<file path="src/rtl/orc_pkg.sv">
package orc_pkg;

    typedef enum logic [2:0] {
        ST_OFF     = 3'd0,
        ST_ON      = 3'd1,
        ST_LATCH   = 3'd2,
        ST_RTY_OFF = 3'd3,
        ST_RTY_ON  = 3'd4
    } orc_state_e;

    localparam int STAT_W = 7;

    // bit 6 .. bit 0
    typedef struct packed {
        logic exh;
        logic stv;
        logic oloff;
        logic ov;
        logic ot;
        logic olon;
        logic sc;
    } orc_status_t;

endpackage

</file>
<file path="src/rtl/orc_retry_timer.sv">
module orc_retry_timer #(
    parameter int RETRY_CYC = 32
) (
    input  logic clk,
    input  logic rst_n,
    input  logic run,
    input  logic restart,
    output logic done
);
    localparam int TW = (RETRY_CYC > 2) ? $clog2(RETRY_CYC) : 1;
    localparam logic [TW-1:0] LAST = TW'(RETRY_CYC - 1);

    typedef struct packed {
        logic [TW-1:0] tmr;
    } tmr_regs_t;

    tmr_regs_t r_q, r_d;

    assign done = (r_q.tmr == LAST);

    always_comb begin
        r_d = r_q;
        if (!run || restart) begin
            r_d.tmr = '0;
        end else if (!done) begin
            r_d.tmr = r_q.tmr + 1'b1;
        end
    end

    always_ff @(posedge clk or negedge rst_n) begin
        if (!rst_n) r_q <= '0;
        else        r_q <= r_d;
    end
endmodule

</file>
<file path="src/rtl/orc_status_reg.sv">
module orc_status_reg
    import orc_pkg::*;
(
    input  logic        clk,
    input  logic        rst_n,
    input  logic        clr,
    input  orc_status_t set,
    output orc_status_t status
);
    typedef struct packed {
        orc_status_t st;
    } stat_regs_t;

    stat_regs_t r_q, r_d;

    always_comb begin
        r_d = r_q;
        if (clr) r_d.st = '0;
        else     r_d.st = r_q.st | set;
    end

    always_ff @(posedge clk or negedge rst_n) begin
        if (!rst_n) r_q <= '0;
        else        r_q <= r_d;
    end

    assign status = r_q.st;
endmodule

</file>
<file path="src/rtl/orc_fsm.sv">
module orc_fsm
    import orc_pkg::*;
#(
    parameter int RETRY_LIMIT = 16,
    parameter int CNT_W       = $clog2(RETRY_LIMIT + 1)
) (
    input  logic             clk,
    input  logic             rst_n,
    input  logic             cmd_on,
    input  logic             fault_ctl,
    input  logic             clr,
    input  logic             retry_dis,
    input  logic             hard_flt,
    input  logic             ov_flag,
    input  logic             oc_flag,
    input  logic             tmr_done,
    output orc_state_e       state,
    output logic [CNT_W-1:0] cnt,
    output logic             restart,
    output logic             exh_set
);
    localparam logic [CNT_W-1:0] LIMIT = CNT_W'(RETRY_LIMIT);

    typedef struct packed {
        orc_state_e       st;
        logic [CNT_W-1:0] cnt;
    } fsm_regs_t;

    fsm_regs_t        r_q, r_d;
    logic [CNT_W-1:0] cnt_inc;
    logic             fault_hit;

    always_comb begin
        r_d       = r_q;
        exh_set   = 1'b0;
        cnt_inc   = r_q.cnt + 1'b1;
        fault_hit = cmd_on && hard_flt;
        unique case (r_q.st)
            ST_OFF: begin
                if (fault_ctl && cmd_on && !ov_flag) r_d.st = ST_ON;
            end
            ST_ON, ST_RTY_ON: begin
                if (!fault_ctl) begin
                    r_d.st  = ST_OFF;
                    r_d.cnt = '0;
                end else if (fault_hit) begin
                    r_d.st = ST_LATCH;
                end else if (ov_flag) begin
                    r_d.st = retry_dis ? ST_LATCH : ST_RTY_OFF;
                end else if (cmd_on && oc_flag) begin
                    if (retry_dis) begin
                        r_d.st = ST_LATCH;
                    end else begin
                        r_d.cnt = cnt_inc;
                        if (cnt_inc == LIMIT) begin
                            r_d.st  = ST_LATCH;
                            exh_set = 1'b1;
                        end else begin
                            r_d.st = ST_RTY_OFF;
                        end
                    end
                end else if (r_q.st == ST_RTY_ON && tmr_done) begin
                    r_d.st  = ST_ON;
                    r_d.cnt = '0;
                end
            end
            ST_RTY_OFF: begin
                if (!fault_ctl) begin
                    r_d.st  = ST_OFF;
                    r_d.cnt = '0;
                end else if (tmr_done && !ov_flag && cmd_on) begin
                    r_d.st = ST_RTY_ON;
                end
            end
            ST_LATCH: begin
                if (clr) begin
                    r_d.st  = ST_OFF;
                    r_d.cnt = '0;
                end
            end
            default: begin
                r_d.st  = ST_OFF;
                r_d.cnt = '0;
            end
        endcase
    end

    always_ff @(posedge clk or negedge rst_n) begin
        if (!rst_n) begin
            r_q.st  <= ST_OFF;
            r_q.cnt <= '0;
        end else begin
            r_q <= r_d;
        end
    end

    assign state   = r_q.st;
    assign cnt     = r_q.cnt;
    assign restart = (r_d.st != r_q.st);
endmodule

</file>
<file path="src/rtl/out_retry_ctl.sv">
module out_retry_ctl
    import orc_pkg::*;
#(
    parameter int RETRY_CYC   = 32,
    parameter int RETRY_LIMIT = 16,
    parameter int CNT_W       = $clog2(RETRY_LIMIT + 1)
) (
    input  logic                     clk,
    input  logic                     rst_n,
    input  logic                     cmd_on,
    input  logic                     fault_ctl,
    input  logic                     retry_dis,
    input  logic                     sc_flag,
    input  logic                     olon_flag,
    input  logic                     ot_flag,
    input  logic                     ov_flag,
    input  logic                     oc_flag,
    input  logic                     oloff_flag,
    input  logic                     stv_flag,
    output logic                     gate_en,
    output logic [CNT_W-1:0]         retry_cnt,
    output logic [STAT_W-1:0]        fault_status,
    output logic                     fault_n
);
    typedef struct packed {
        logic fc;
    } top_regs_t;

    top_regs_t   r_q, r_d;
    orc_state_e  st_w;
    orc_status_t set_w, stat_w;
    logic        clr_w, on_w, restart_w, done_w, exh_w, run_w, live_w;

    always_comb begin
        r_d    = r_q;
        r_d.fc = fault_ctl;
    end

    always_ff @(posedge clk or negedge rst_n) begin
        if (!rst_n) r_q <= '0;
        else        r_q <= r_d;
    end

    assign clr_w  = r_q.fc && !fault_ctl;
    assign on_w   = (st_w == ST_ON) || (st_w == ST_RTY_ON);
    assign run_w  = (st_w == ST_RTY_OFF) || (st_w == ST_RTY_ON);
    assign live_w = on_w && fault_ctl && cmd_on;

    assign gate_en = on_w && cmd_on;

    always_comb begin
        set_w       = '0;
        set_w.sc    = live_w && sc_flag;
        set_w.olon  = live_w && olon_flag;
        set_w.ot    = live_w && ot_flag;
        set_w.ov    = ov_flag;
        set_w.oloff = oloff_flag && !gate_en;
        set_w.stv   = stv_flag && !gate_en;
        set_w.exh   = exh_w;
    end

    orc_fsm #(
        .RETRY_LIMIT (RETRY_LIMIT),
        .CNT_W       (CNT_W)
    ) fsm_i (
        .clk       (clk),
        .rst_n     (rst_n),
        .cmd_on    (cmd_on),
        .fault_ctl (fault_ctl),
        .clr       (clr_w),
        .retry_dis (retry_dis),
        .hard_flt  (sc_flag || olon_flag || ot_flag),
        .ov_flag   (ov_flag),
        .oc_flag   (oc_flag),
        .tmr_done  (done_w),
        .state     (st_w),
        .cnt       (retry_cnt),
        .restart   (restart_w),
        .exh_set   (exh_w)
    );

    orc_retry_timer #(
        .RETRY_CYC (RETRY_CYC)
    ) tmr_i (
        .clk     (clk),
        .rst_n   (rst_n),
        .run     (run_w),
        .restart (restart_w),
        .done    (done_w)
    );

    orc_status_reg stat_i (
        .clk    (clk),
        .rst_n  (rst_n),
        .clr    (clr_w),
        .set    (set_w),
        .status (stat_w)
    );

    assign fault_status = stat_w;
    assign fault_n      = (stat_w == '0);
endmodule

</file>
<file path="config.mk">
export PLATFORM = sky130hd
export DESIGN_NAME = out_retry_ctl
export DESIGN_NICKNAME = d
export VERILOG_FILES = /design/src/rtl/orc_pkg.sv /design/src/rtl/orc_retry_timer.sv /design/src/rtl/orc_status_reg.sv /design/src/rtl/orc_fsm.sv /design/src/rtl/out_retry_ctl.sv
export SDC_FILE = /design/constraint.sdc
export NUM_CORES = 1
export LEC_CHECK = 0
export ABC_CLOCK_PERIOD_IN_PS = 6800
export CAP_MARGIN = 25
export CORE_AREA = 3 3 57 59
export DETAILED_ROUTE_END_ITERATION = 10
export DIE_AREA = 0 0 60 62
export DONT_BUFFER_PORTS = 1
export SYNTH_ARGS = -nofsm -noshare
export SYNTH_HDL_FRONTEND = slang
export SYNTH_HIERARCHICAL = 1
export SYNTH_SLANG_ARGS = --single-unit
export TNS_END_PERCENT = 5
</file>
<file path="constraint.sdc">
create_clock -name clk -period 6.8 [get_ports clk]
set_clock_uncertainty 0.2 [all_clocks]
set_input_delay 1.36 -clock clk [delete_from_list [all_inputs] [get_ports clk]]
set_output_delay 1.36 -clock clk [all_outputs]
set_load 0.02 [all_outputs]
</file>
# Yosys cells after proc, flatten, opt, wreduce, memory -nomap -nowiden
# Cells that the tools add are included.
totals:
  out_inout_bits: 14
  mem_bits_ro: 0
  latchBits: 0
  n_memories: 0
  ff_bits: 21
  ram_bits: 0
op_classes:
  addsub: 2
  muxes: 28
  reduce_logical: 29
  eq_ne: 14
  n_bitwise: 2
  div_mod_pow: 0
  n_mul: 0
  n_lt_le_gt_ge: 0
  shifts: 0
op_table:
  columns: ["operator", "n"]
  rows:
  - ["8-bit two-way mux", 4]
  - ["5-bit two-way mux", 6]
  - ["5-bit one-hot mux with 4 select lines", 1]
  - ["1-bit logical AND", 16]
  - ["3-bit two-way mux", 5]
  - ["3-bit one-hot mux with 4 select lines", 1]
  - ["5-bit by 1-bit adder with 5-bit output, second input constant", 2]
  - ["5-bit == test, second input constant", 2]
  - ["1-bit two-way mux", 10]
  - ["7-bit zero test", 1]
  - ["7-bit two-way mux", 1]
  - ["7-bit OR", 1]
  - ["7-bit AND reduction", 1]
  - ["3-bit by 2-bit == test with 1-bit output, second input constant", 2]
  - ["3-bit != test, second input constant", 2]
  - ["1-bit logical OR", 5]
  - ["1-bit zero test", 4]
  - ["2-bit != test, second input constant", 2]
  - ["4-bit by 2-bit != test with 1-bit output, second input constant", 1]
  - ["4-bit != test, second input constant", 1]
  - ["3-bit by 1-bit == test with 1-bit output, second input constant", 1]
  - ["3-bit == test, second input constant", 1]
  - ["3-bit zero test", 1]
  - ["3-bit != test", 1]
  - ["3 further kinds", 3]

# Longest topological paths before layout
depth:
  ltp_word: 12
  mapped_depth: 10

# Cells and area by module
# Netlist, hierarchy kept.
modules_own_cells:
  columns: ["mod", "cells_each", "n_inst", "area_per_inst_um2"]
  rows:
  - ["orc_fsm", 77, 1, 664.4]
  - ["orc_status_reg", 14, 1, 245.2]
  - ["orc_retry_timer", 21, 1, 242.7]
  - ["out_retry_ctl", 19, 1, 137.6]

# Worst setup path after synthesis
# No wires, ideal clock.
synth_path:
  kind: "input to output"
  start: "input port cmd_on"
  end: "output port gate_en"
  t_required_ps: 5240
  path_slack_ps: 3454
  arrival_ps: 1786
  stages: 2
  path_cell_list: "nand2b_1 > nor2_1"
synth_via:
  elab_chain_len: 1
synth_lines:
  columns: ["element", "line", "text"]
  rows:
  - ["start: declaration", "out_retry_ctl.sv:10", "input logic cmd_on,"]
  - ["1-bit logical AND", "out_retry_ctl.sv:49", "assign gate_en = on_w && cmd_on;"]
  - ["end: declaration", "out_retry_ctl.sv:20", "output logic gate_en,"]
# Every way passes these cells.

# Final worst setup path
# Ends and elaborated chain as after synthesis.

==> flow_summary.yaml <==
power_and_ir_drop:
  powerDensity_nw_per_um2: 175
  p_leak_nw: 0.561
  max-vdd-ir-drop_uv: 107
detailed_routing:
  vias: 1001
  firstDrtPassIters: 4
  drtIter0Drc: 50
  viasPerCell: 6.10
  routed_wl_um: 2700
  wl_per_cell_um: 16.5
  drc: 0
  ant_nets: 0
finish:
  most-common-layout-cells: "dfrtp_1 (21), nand2_1 (13), nor2_1 (11)"
  utilization_pct: 48.5
  final_cells: 164
  antenna_cells: 0
  final_common_cell: "dfrtp_1"
  nNetsFinal: 149
  area_growth_pct: 3.59
  layout-drive-gt1-share_pct: 10.5
floorplanning:
  core-area_sq_um: 2760
  dieArea_sq_um: 3720
  dieWidth_um: 60
  io_pins: 26
  num_rows: 19
  die_h_um: 62
  start_util_pct: 46.8
setup_path:
  crit_fanout: 9
  crit_path_start_kind: "primary input"
  worst_ep_required_time_ns: 5.24
  path_depth: 2
  worst_path_max_delay_cell: "nor2_1"
  arrival_ns: 1.84
  endpoint_kind: "primary output"
  r2r_cells: 10
  max_stage_delay_ns: 0.36
  path_cells: "nand2b_1, nor2_1"
  path_buf_inv: 0
  critPathKind: "in -> out"
  path_delay_family: "simple AND/OR/NAND/NOR gates"
synthesis:
  synth.avg_cell_area_sq_um: 9.85
  yosysUniqueCellTypes: 47
  synth_top_area_share_pct: 40.7
  ys_ff_latch: 21
  yosysTopAreaCell: "dfrtp_1"
  synth_ff_type: "dfrtp_1"
  synth_area_sq_um: 1290
  synthArstFlopShare_pct: 100
  yosys_warnings: 6
  synth.area.top_cells: "dfrtp_1 (41%), o21ba_1 (5.4%), nand2_1 (3.8%)"
  synthCells: 131
  ys_seq_area_share_pct: 40.7
  syn_nets: 146
  synth-edff-count: 0
sta:
  maxSlewViolCount: 0
  fin_tns_setup_ns: 0
  finalSetupViolations: 0
  hold_viol: 0
  fin_crit_sh_pct: 50.0
  fin_crit_ns: 3.40
  rsz0062_at_grt: "no"
  fmax_ghz: 0.294
  tightest_slew_ns: 0.565
  maxSlewHeadroom_pct: 62.0
worst_hold_path:
  min_path_type: "reg -> reg"
  holdPathStages: 2
cts:
  path_clk_slew_ns: 0.12
  postCtsSetupBuffers: 0
  cts_buffers: 3
  cts_sinks: 21
  htreeDepth: 1
  clockBufferDepth: 2
  cts_tree: "yes"
  post_cts_resized: 0
  cts_hold_buf: 0
  cts-root-buf: "clkbuf_4"
  clock_latency_ns: 0.30
placement:
  port_buffers: 0
  hpwl_um: 2040
  gp_congestion: 0.846
  dpl.cell_count: 160
global_routing:
  grt_antenna_before_repair: 0
  grt_max_degree: 22
  grt_remaining_overflow: 0
  grt_usage_pct: 16.0
  grt_pass1_vias: 1002
  grt_pass1_wl_um: 4470
outcome:
  status: "finished, final reports clean"
job:
  cap_violations: 0
[layout make-up]
cell class,instances,area (sq um)
Tap cell,31,38.8
Multi-Input combinational cell,105,734
Sequential cell,21,526
Clock buffer,4,26.3
Inverter,3,11.3
Fill cell,270,1420
[final timing paths]
kind                                           from                       end  slack [ns]
setup / recovery                             cmd_on                   gate_en        3.40
hold / removal             tmr_i/r_q[4]$_DFFE_PN0P_  tmr_i/r_q[4]$_DFFE_PN0P_        0.35
setup reg to reg           tmr_i/r_q[0]$_DFFE_PN0P_  tmr_i/r_q[2]$_DFFE_PN0P_        3.98
hold reg to reg            tmr_i/r_q[4]$_DFFE_PN0P_  tmr_i/r_q[4]$_DFFE_PN0P_        0.35
max in group asynchronous                     rst_n  tmr_i/r_q[2]$_DFFE_PN0P_        5.80
min in group asynchronous                     rst_n  fsm_i/cnt[0]$_DFFE_PN0P_        0.53
[where the power goes]
group | leakage (nW) | total (mW) | switching [mW] | internal (mW)
Combinational | 0.265 | 0.0309 | 0.0156 | 0.0153
Sequential | 0.281 | 0.141 | 0.0118 | 0.129
Clock | 0.0150 | 0.0613 | 0.0384 | 0.0229
Total | 0.561 | 0.233 | 0.0658 | 0.168
[per-layer routing]
metal	vias to the layer above	wire [um]	GRT usage, %	share of wire (%)
met2	22	1330	28.2	49
met3	4	144	3.72	5.3
met4	0	31	5.70	1.1
met5	-	0	0	0
li1	488	-	-	-
met1	487	1200	18.9	44
[flip-flops by register name, indices dropped and copies added (netlist names)]
signal,cells
r_q,1
tmr_i/r_q,5
fsm_i/cnt,5
fsm_i/state,3
stat_i/status,7
[cells in the mapped netlist, types with 2 or more instances]
cell type and number:
dfrtp_1 21, nand2_1 13, nor2_1 11, o21ba_1 7
o21ai_1 6, nor3_1 4, xor2_1 4, a21oi_1 3
ha_1 3, inv_1 3, nand2b_1 3, nand3_1 3
nor2b_1 3, o21a_1 3, o21ai_0 3, o22ai_1 3
xnor2_1 3, a22oi_1 2, a31oi_1 2, mux2i_1 2
nand4b_1 2, or4_4 2
[kinds of logic (layout without fill, tap and decap cells)]
kind of cell,after synthesis,after routing,share of synthesized area (%)
flip-flops,21,21,40.7
multiplexers,2,2,1.55
AND/OR/NAND/NOR,56,56,25.8
buffers and inverters,5,7,2.33
AO/OA/AOI/OAI,36,36,20.7
adder cells (fa/ha/maj),3,3,2.91
XOR/XNOR,8,8,6.01
[stage by stage]
stage	instance area (sq um)	power [mW]	setup slack (ns)	hold slack, ns
after floorplan	1290	0.169	3.45	0.296
after global placement	1310	0.173	3.40	0.314
after detailed placement	1310	0.174	3.38	0.325
after CTS	1340	0.237	3.39	0.356
after global routing	1340	0.246	3.36	0.381
final	1340	0.233	3.40	0.348
No activity file was read; power rests on OpenSTA's default activity.
